--- src/rtl/spi_resp_pkg.sv ---
package spi_resp_pkg;

  localparam int unsigned BYTE_W = 8;
  localparam int unsigned POS_W  = 7;
  localparam logic [BYTE_W-1:0] CMD_NULL = 8'h00;

  // Status byte: touch flag on top; position below it, or type bit and zeros.
  function automatic logic [BYTE_W-1:0] status_byte(
    input logic             touched,
    input logic [POS_W-1:0] pos,
    input logic             wheel
  );
    logic [BYTE_W-1:0] b;
    if (touched) b = {1'b1, pos};
    else         b = {1'b0, wheel, {(BYTE_W-2){1'b0}}};
    return b;
  endfunction

endpackage

--- src/rtl/sync_edge.sv ---
module sync_edge #(
  parameter int unsigned STAGES  = 2,
  parameter logic        RST_VAL = 1'b0
) (
  input  logic clk,
  input  logic rst_n,
  input  logic d_i,
  output logic level_o,
  output logic rise_o,
  output logic fall_o
);

  logic [STAGES:0] pipe_q;
  logic [STAGES:0] pipe_d;

  always_comb begin
    pipe_d = {pipe_q[STAGES-1:0], d_i};
  end

  always_ff @(posedge clk or negedge rst_n) begin
    if (!rst_n) pipe_q <= {(STAGES+1){RST_VAL}};
    else        pipe_q <= pipe_d;
  end

  assign level_o = pipe_q[STAGES-1];
  assign rise_o  =  pipe_q[STAGES-1] & ~pipe_q[STAGES];
  assign fall_o  = ~pipe_q[STAGES-1] &  pipe_q[STAGES];

endmodule

--- src/rtl/shift_core.sv ---
module shift_core #(
  parameter int unsigned DATA_W = 8
) (
  input  logic              clk,
  input  logic              rst_n,
  input  logic              open_i,
  input  logic              close_i,
  input  logic              rise_i,
  input  logic              fall_i,
  input  logic              mosi_i,
  input  logic              ready_i,
  input  logic [DATA_W-1:0] resp_i,
  output logic              miso_o,
  output logic [DATA_W-1:0] cmd_o,
  output logic              cmd_valid_o,
  output logic              frame_err_o,
  output logic              active_o,
  output logic              fall_ok_o,
  output logic [$clog2(DATA_W+1)-1:0] cnt_o
);

  localparam int unsigned CW = $clog2(DATA_W + 1);
  localparam logic [CW-1:0] FULL = CW'(DATA_W);

  logic              active_q, active_d, active_en;
  logic [CW-1:0]     cnt_q, cnt_d;
  logic              cnt_en;
  logic              bad_q, bad_d, bad_en;
  logic [DATA_W-1:0] rx_q, rx_d;
  logic              rx_en;
  logic [DATA_W-1:0] tx_q, tx_d;
  logic              tx_en;
  logic [DATA_W-1:0] cmd_q;
  logic              cmd_en;
  logic              valid_q, valid_d;
  logic              err_q, err_d;
  logic              rise_ok, rise_bad, fall_ok, done;

  always_comb begin
    rise_ok  = rise_i & active_q &  ready_i;
    rise_bad = rise_i & active_q & ~ready_i;
    fall_ok  = fall_i & active_q &  ready_i;
    done     = close_i & active_q & (cnt_q == FULL) & ~bad_q;

    active_en = open_i | close_i;
    active_d  = open_i;

    cnt_en = open_i | (rise_ok & (cnt_q != FULL));
    cnt_d  = open_i ? '0 : cnt_q + 1'b1;

    bad_en = open_i | rise_bad;
    bad_d  = ~open_i;

    rx_en = rise_ok;
    rx_d  = {rx_q[DATA_W-2:0], mosi_i};

    tx_en = open_i | fall_ok;
    tx_d  = open_i ? resp_i : {tx_q[DATA_W-2:0], tx_q[DATA_W-1]};

    cmd_en  = done;
    valid_d = done;
    err_d   = rise_bad;
  end

  always_ff @(posedge clk or negedge rst_n) begin
    if (!rst_n) begin
      active_q <= 1'b0;
      cnt_q    <= '0;
      bad_q    <= 1'b0;
      rx_q     <= '0;
      tx_q     <= '0;
      cmd_q    <= '0;
      valid_q  <= 1'b0;
      err_q    <= 1'b0;
    end else begin
      if (active_en) active_q <= active_d;
      if (cnt_en)    cnt_q    <= cnt_d;
      if (bad_en)    bad_q    <= bad_d;
      if (rx_en)     rx_q     <= rx_d;
      if (tx_en)     tx_q     <= tx_d;
      if (cmd_en)    cmd_q    <= rx_q;
      valid_q <= valid_d;
      err_q   <= err_d;
    end
  end

  assign miso_o      = active_q & tx_q[DATA_W-1];
  assign cmd_o       = cmd_q;
  assign cmd_valid_o = valid_q;
  assign frame_err_o = err_q;
  assign active_o    = active_q;
  assign fall_ok_o   = fall_ok;
  assign cnt_o       = cnt_q;

endmodule

--- src/rtl/sensor_spi_slave.sv ---
module sensor_spi_slave #(
  parameter int unsigned SYNC_STAGES = 2,
  parameter logic        WHEEL       = 1'b0
) (
  input  logic                             clk,
  input  logic                             rst_n,
  input  logic                             sclk_i,
  input  logic                             ss_n_i,
  input  logic                             mosi_i,
  output logic                             miso_o,
  input  logic                             ready_i,
  input  logic                             touch_i,
  input  logic [spi_resp_pkg::POS_W-1:0]   position_i,
  output logic [spi_resp_pkg::BYTE_W-1:0]  cmd_o,
  output logic                             cmd_valid_o,
  output logic                             frame_err_o
);

  import spi_resp_pkg::*;

  localparam int unsigned NSIG = 3;       // 0: sclk, 1: select, 2: mosi
  localparam logic [NSIG-1:0] RST_PAT = 3'b010;
  localparam int unsigned CW = $clog2(BYTE_W + 1);

  logic [NSIG-1:0] raw_in, lvl, rise, fall;
  logic [BYTE_W-1:0] resp;
  logic active, fall_ok;
  logic [CW-1:0] bit_cnt;

  assign raw_in = {mosi_i, ss_n_i, sclk_i};

  for (genvar i = 0; i < NSIG; i++) begin : g_sync
    sync_edge #(
      .STAGES (SYNC_STAGES),
      .RST_VAL(RST_PAT[i])
    ) u_sync (
      .clk    (clk),
      .rst_n  (rst_n),
      .d_i    (raw_in[i]),
      .level_o(lvl[i]),
      .rise_o (rise[i]),
      .fall_o (fall[i])
    );
  end

  always_comb begin
    resp = status_byte(touch_i, position_i, WHEEL);
  end

  shift_core #(
    .DATA_W(BYTE_W)
  ) u_core (
    .clk        (clk),
    .rst_n      (rst_n),
    .open_i     (fall[1]),
    .close_i    (rise[1]),
    .rise_i     (rise[0]),
    .fall_i     (fall[0]),
    .mosi_i     (lvl[2]),
    .ready_i    (ready_i),
    .resp_i     (resp),
    .miso_o     (miso_o),
    .cmd_o      (cmd_o),
    .cmd_valid_o(cmd_valid_o),
    .frame_err_o(frame_err_o),
    .active_o   (active),
    .fall_ok_o  (fall_ok),
    .cnt_o      (bit_cnt)
  );

endmodule

--- config.mk ---
export PLATFORM = sky130hd
export DESIGN_NAME = sensor_spi_slave
export DESIGN_NICKNAME = d
export VERILOG_FILES = /design/src/rtl/spi_resp_pkg.sv /design/src/rtl/sync_edge.sv /design/src/rtl/shift_core.sv /design/src/rtl/sensor_spi_slave.sv
export SDC_FILE = /design/constraint.sdc
export NUM_CORES = 1
export LEC_CHECK = 0
export ABC_AREA = 1
export BUFFER_PORTS_ARGS = -buffer_cell sky130_fd_sc_hd__buf_2
export CORE_MARGIN = 10
export CORE_UTILIZATION = 50
export DETAILED_ROUTE_END_ITERATION = 7
export GPL_TIMING_DRIVEN = 0
export PLACE_DENSITY = 0.74
export SLEW_MARGIN = 40
export SYNTH_ARGS = -nofsm -noshare
export SYNTH_HDL_FRONTEND = slang
export SYNTH_SLANG_ARGS = --single-unit
--- constraint.sdc ---
create_clock -name clk -period 1.7 [get_ports clk]
set_clock_uncertainty 0.15 [all_clocks]
set_input_delay 0 -clock clk [delete_from_list [all_inputs] [get_ports clk]]
set_output_delay 0 -clock clk [all_outputs]
set_load 0.01 [all_outputs]
==> After elaboration in Yosys (flattened, before gate mapping) <==
Index checks and enable logic that the tools add are counted.
{ "totals": {"reg_bits": 40, "input_bits": 14} }
{ "op_classes": {"add_sub_neg": 1, "n_eq_ne": 2, "muxes": 3, "bitwise": 25} }
{ "ops": {"columns": ["op", "n"], "rows": [
  ["$mux W8", 2],
  ["$and A1 B1 Y1", 14],
  ["$not A1 Y1", 7],
  ["$add A4 B1 Y4 const B", 1],
  ["$eq A4 B4 Y1 const B", 1],
  ["$mux W4", 1],
  ["$ne A4 B4 Y1 const B", 1],
  ["$or A1 B1 Y1", 4]
]} }

==> Logic depth before layout (Yosys ltp) <==
{ "logic_depth": {"ltp_word": 6, "ltp_mapped": 8, "mapped_depth_nobuf": 7} }

==> By module <==
From an unflattened synthesis, not the netlist that was laid out.
{ "hier_totals": {"cells_unflattened": 193, "hier_area_um2": 1779.2} }
{ "modules_own_cells": {"columns": ["mod", "instances", "cells_each", "area_each_um2", "seq_area_each_um2"], "rows": [
  ["shift_core", 1, 158, 1452.6, 800.8],
  ["sync_edge at g_sync[0].u_sync ...", 2, 7, 90.1, 75.1],
  ["sync_edge at g_sync[1].u_sync", 1, 7, 93.8, 78.8],
  ["sensor_spi_slave", 1, 14, 52.6, 0.0]
]} }

==> Worst setup path before layout <==
Ideal clock, no wire load.
{ "synth_path": {"kind": "register to register", "startpoint": "register g_sync[1].u_sync.pipe_q[1]", "endpoint": "register u_core.tx_q[6]", "arrival_time_ps": 1337, "required_ps": 1433, "setup_slack_ps": 96, "stages_incl_launch_ff": 9, "period_less_slack_ps": 1604, "cell_sequence": "dfstp_2 inv_1 ha_1 buf_2 inv_2 o21ai_4 buf_6 nand2_1 o21ai_2"} }
{ "synth_between": {"elab_chain_len": 3, "word_cells_on_any_way": 4, "cone_classes": "1 x mux; 3 x bitwise"} }
{ "synth_lines": {"columns": ["element", "line", "source"], "rows": [
  ["from (decl)", "sync_edge.sv:13", "logic [STAGES:0] pipe_q;"],
  ["from (signal assigned)", "sync_edge.sv:21", "if (!rst_n) pipe_q <= {(STAGES+1){RST_VAL}};"],
  ["from (signal assigned)", "sync_edge.sv:22", "else pipe_q <= pipe_d;"],
  ["$not A1 Y1 *", "sync_edge.sv:27", "assign fall_o = ~pipe_q[STAGES-1] & pipe_q[STAGES];"],
  ["$and A1 B1 Y1 *", "sync_edge.sv:27", null],
  ["via g_sync[1].u_sync.fall_o", "sync_edge.sv:10", "output logic fall_o"],
  ["$mux W8 or $or A1 B1 Y1 (tied branches)", "shift_core.sv:58, shift_core.sv:57", null],
  ["to (signal assigned)", "shift_core.sv:80", "if (tx_en) tx_q <= tx_d;"],
  ["to (decl)", "shift_core.sv:31", "logic [DATA_W-1:0] tx_q, tx_d;"]
]} }
The timed path passes the listed nets; every way through them passes the cells marked *.
A chain may end at the register's enable or synchronous reset.

==> Final worst setup path <==
{ "layout_path": {"startpoint": "register g_sync[1].u_sync.pipe_q[1]", "endpoint": "register u_core.tx_q[4]"} }
Same word-level chain as after synthesis.

==> results by group <==
Logic synthesis
  • Synth warn: 0
  • Mapped Cells: 185
  • Syn Std Cell Area: 1730 um2
  • Post-Syn Nets: 203
  • Synthesized flop and latch total: 40
  • Seq/Total Area, Yosys: 0.581
  • Syn avg cell area: 9.34 um2
  • Synth cell types: 21

STA
  • Setup TNS: 0 ns
  • Worst slew margin: 0.639
  • Max Clk Rate: 612 MHz
  • Final setup violation count: 0
  • Tcrit/Tclk final: 0.962
  • Tmin final: 1.63 ns
  • Hold_ws: 0.00584 ns
  • Hold Violations, Final: 0
  • Final worst slack: 0.0651 ns
  • Pins Over Slew Limit: 0
  • Least-Margin Pin Slew: 0.540 ns

Clock tree
  • Htree depth: 2
  • Worst-skew pair later-pin latency: 0.35 ns
  • Clock-pin transition on the worst setup and hold timing paths: 0.12 ns
  • CTS tree: built
  • Inserted Clock Buffers: 5
  • Clk sinks: 40
  • Clock Tree Root: clkbuf_4
  • Maximum buffer depth of the clock tree: 2

Finish
  • # nets final: 251
  • Antenna fix cells: 0
  • Most frequent cells in the layout: 51 x nand2_1, 37 x dfrtp_1, 35 x nand3_1
  • Commonest non-fill, non-tap cell in the layout: nand2_1
  • Share of layout cells above drive strength 1: 0.231
  • Syn-to-layout area delta: 26.7%

Detailed routing
  • DR iter-0 viols: 113
  • Post-route ant nets: 0
  • Total Wirelength: 3450 um
  • DRC: 0
  • Post-DR wirelength/cell: 12.3 um
  • Drt pass-1 iters: 4
  • Routed vias/inst: 4.90
  • Total number of vias: 1373

Critical path
  • Worst Setup End Kind: register
  • Setup slack, reg-to-reg: 0.07 ns
  • CP peak stage delay: 0.54 ns
  • Type of origin of the critical path: register
  • WP data arrival: 1.75 ns
  • CP Data Required Time: 1.82 ns
  • Worst-path cell chain: inv_1, ha_1, clkbuf_4, inv_4, o21ai_4, buf_6, o21ai_0
  • CP Buf/Inv Count: 4
  • Peak fanout along the critical path: 10
  • Slowest stage cell, crit path: dfstp_2
  • CP delay by family, top: flip-flops
  • CP Class: register to register

Die
  • Die Area: 6210 um2
  • Std cell rows: 21
  • Initial core utilization: 0.518
  • I/O pins: 25
  • Die height: 78.8 um
  • Die Wd: 78.8 um
  • CORE AREA: 3340 um2

Run status
  • Status: completed

Global route
  • Vias in the first global route: 1304
  • Grt total ovfl: 0
  • Largest net degree at the start of global routing: 26
  • First-pass GRT wire length: 5930 um
  • Initial antenna violation count: 0
  • Tot GR Track Use: 0.117

Power
  • Maximum vdd drop: 0.586 mV
  • PD cells: 876 nW/um2
  • Lkg Pwr: 0.00118 uW

Run
  • Max-cap violations: 0

Place
  • Buffers on Ports: 23
  • Place WS: -0.0574 ns
  • GPL Wtd Cong: 0.775
  • Post-DP HPWL: 2120 um

Worst hold path
  • HP Class: primary input to asynchronous set/reset pin
==> cell families after synthesis <==
group | Yosys count | share of synthesized area
simple gates | 94 | 0.253
flops | 40 | 0.581
buf+inv | 28 | 0.0681
compound gates | 18 | 0.0630
fa+ha+maj | 4 | 0.0290
xor+xnor | 1 | 0.00507
==> worst min-delay path, cell delays in order <==
cell           delay, ns
dlygate4sd3_1       0.53
buf_4               0.16
buf_12              0.18
==> cell type report <==
| type | instances | area, um2 |
|---|---|---|
| clock buffers | 6 | 41.3 |
| flip-flops and latches | 40 | 1000 |
| multi-input cells | 117 | 609 |
| fillers | 294 | 1150 |
| inverters | 23 | 88.8 |
| repair buffers | 41 | 313 |
| clock inverters | 2 | 35.0 |
| plain buffers | 5 | 40.0 |
| well taps | 46 | 57.6 |
==> per-layer routing <==
layer,track usage,vias up,wire [um]
li1,-,689,-
met1,0.146,651,1560
met2,0.175,25,1640
met3,0.0495,8,188
met4,0.0484,0,63
met5,0,-,0
==> synthesized netlist by cell type, drive strengths merged <==
| library cell | n | area share |
|---|---|---|
| nand4 | 2 | 0.011 |
| ha | 4 | 0.029 |
| inv | 23 | 0.050 |
| dfrtp | 37 | 0.54 |
| buf | 4 | 0.015 |
| dfstp | 3 | 0.046 |
| nor3 | 1 | 0.0094 |
| xor2 | 1 | 0.0051 |
| o21ai | 18 | 0.063 |
| clkbuf | 1 | 0.0029 |
| nand3 | 35 | 0.10 |
| nand2 | 52 | 0.12 |
| nor2 | 4 | 0.014 |
==> stage by stage <==
stage	util	cell area [um2]	std cells	power (uW)
after global placement	0.570	1900	254	1270
after global routing	0.656	2190	280	2020
after detailed placement	0.570	1900	254	1270
after floorplan	-	1730	185	1200
after CTS	0.644	2150	278	1910
final	0.656	2190	280	1920
==> worst paths after layout <==
kind,endpoint,startpoint,cells after the start
worst min register to register,g_sync[0].u_sync.pipe_q[1],g_sync[0].u_sync.pipe_q[0],0
min in group clk,g_sync[2].u_sync.pipe_q[0],mosi_i,2
max in group asynchronous,u_core.cmd_o[2],rst_n,3
worst max register to register,u_core.tx_q[4],g_sync[1].u_sync.pipe_q[1],7
worst max-delay path,u_core.tx_q[4],g_sync[1].u_sync.pipe_q[1],7
worst min-delay path,u_core.cnt_o[3],rst_n,3
==> repair_timing <==
item | CTS | global route
hold buffers | 15 | 0
setup buffers | 1 | 2
pin swaps | 0 | 1
endpoints found under the setup margin | 8 | 16
hold endpoints to repair | 60 | 0
cloned | 0 | 0
resized for setup | 1 | 10
==> flip-flops by register name, summed over array words and instances, names as in the netlist <==
name,flops
g_sync.u_sync.pipe_q,8
u_core.active_o,1
u_core.bad_q,1
u_core.frame_err_o,1
u_core.tx_q,8
u_core.rx_q,8
u_core.cnt_o,4
u_core.cmd_valid_o,1
u_core.cmd_o,8
==> power breakdown <==
part           switching, uW  internal [uW]
Combinational            133            105
Sequential              40.1           1030
Clock                    305            308
No activity file was read; power rests on OpenSTA's default activity.
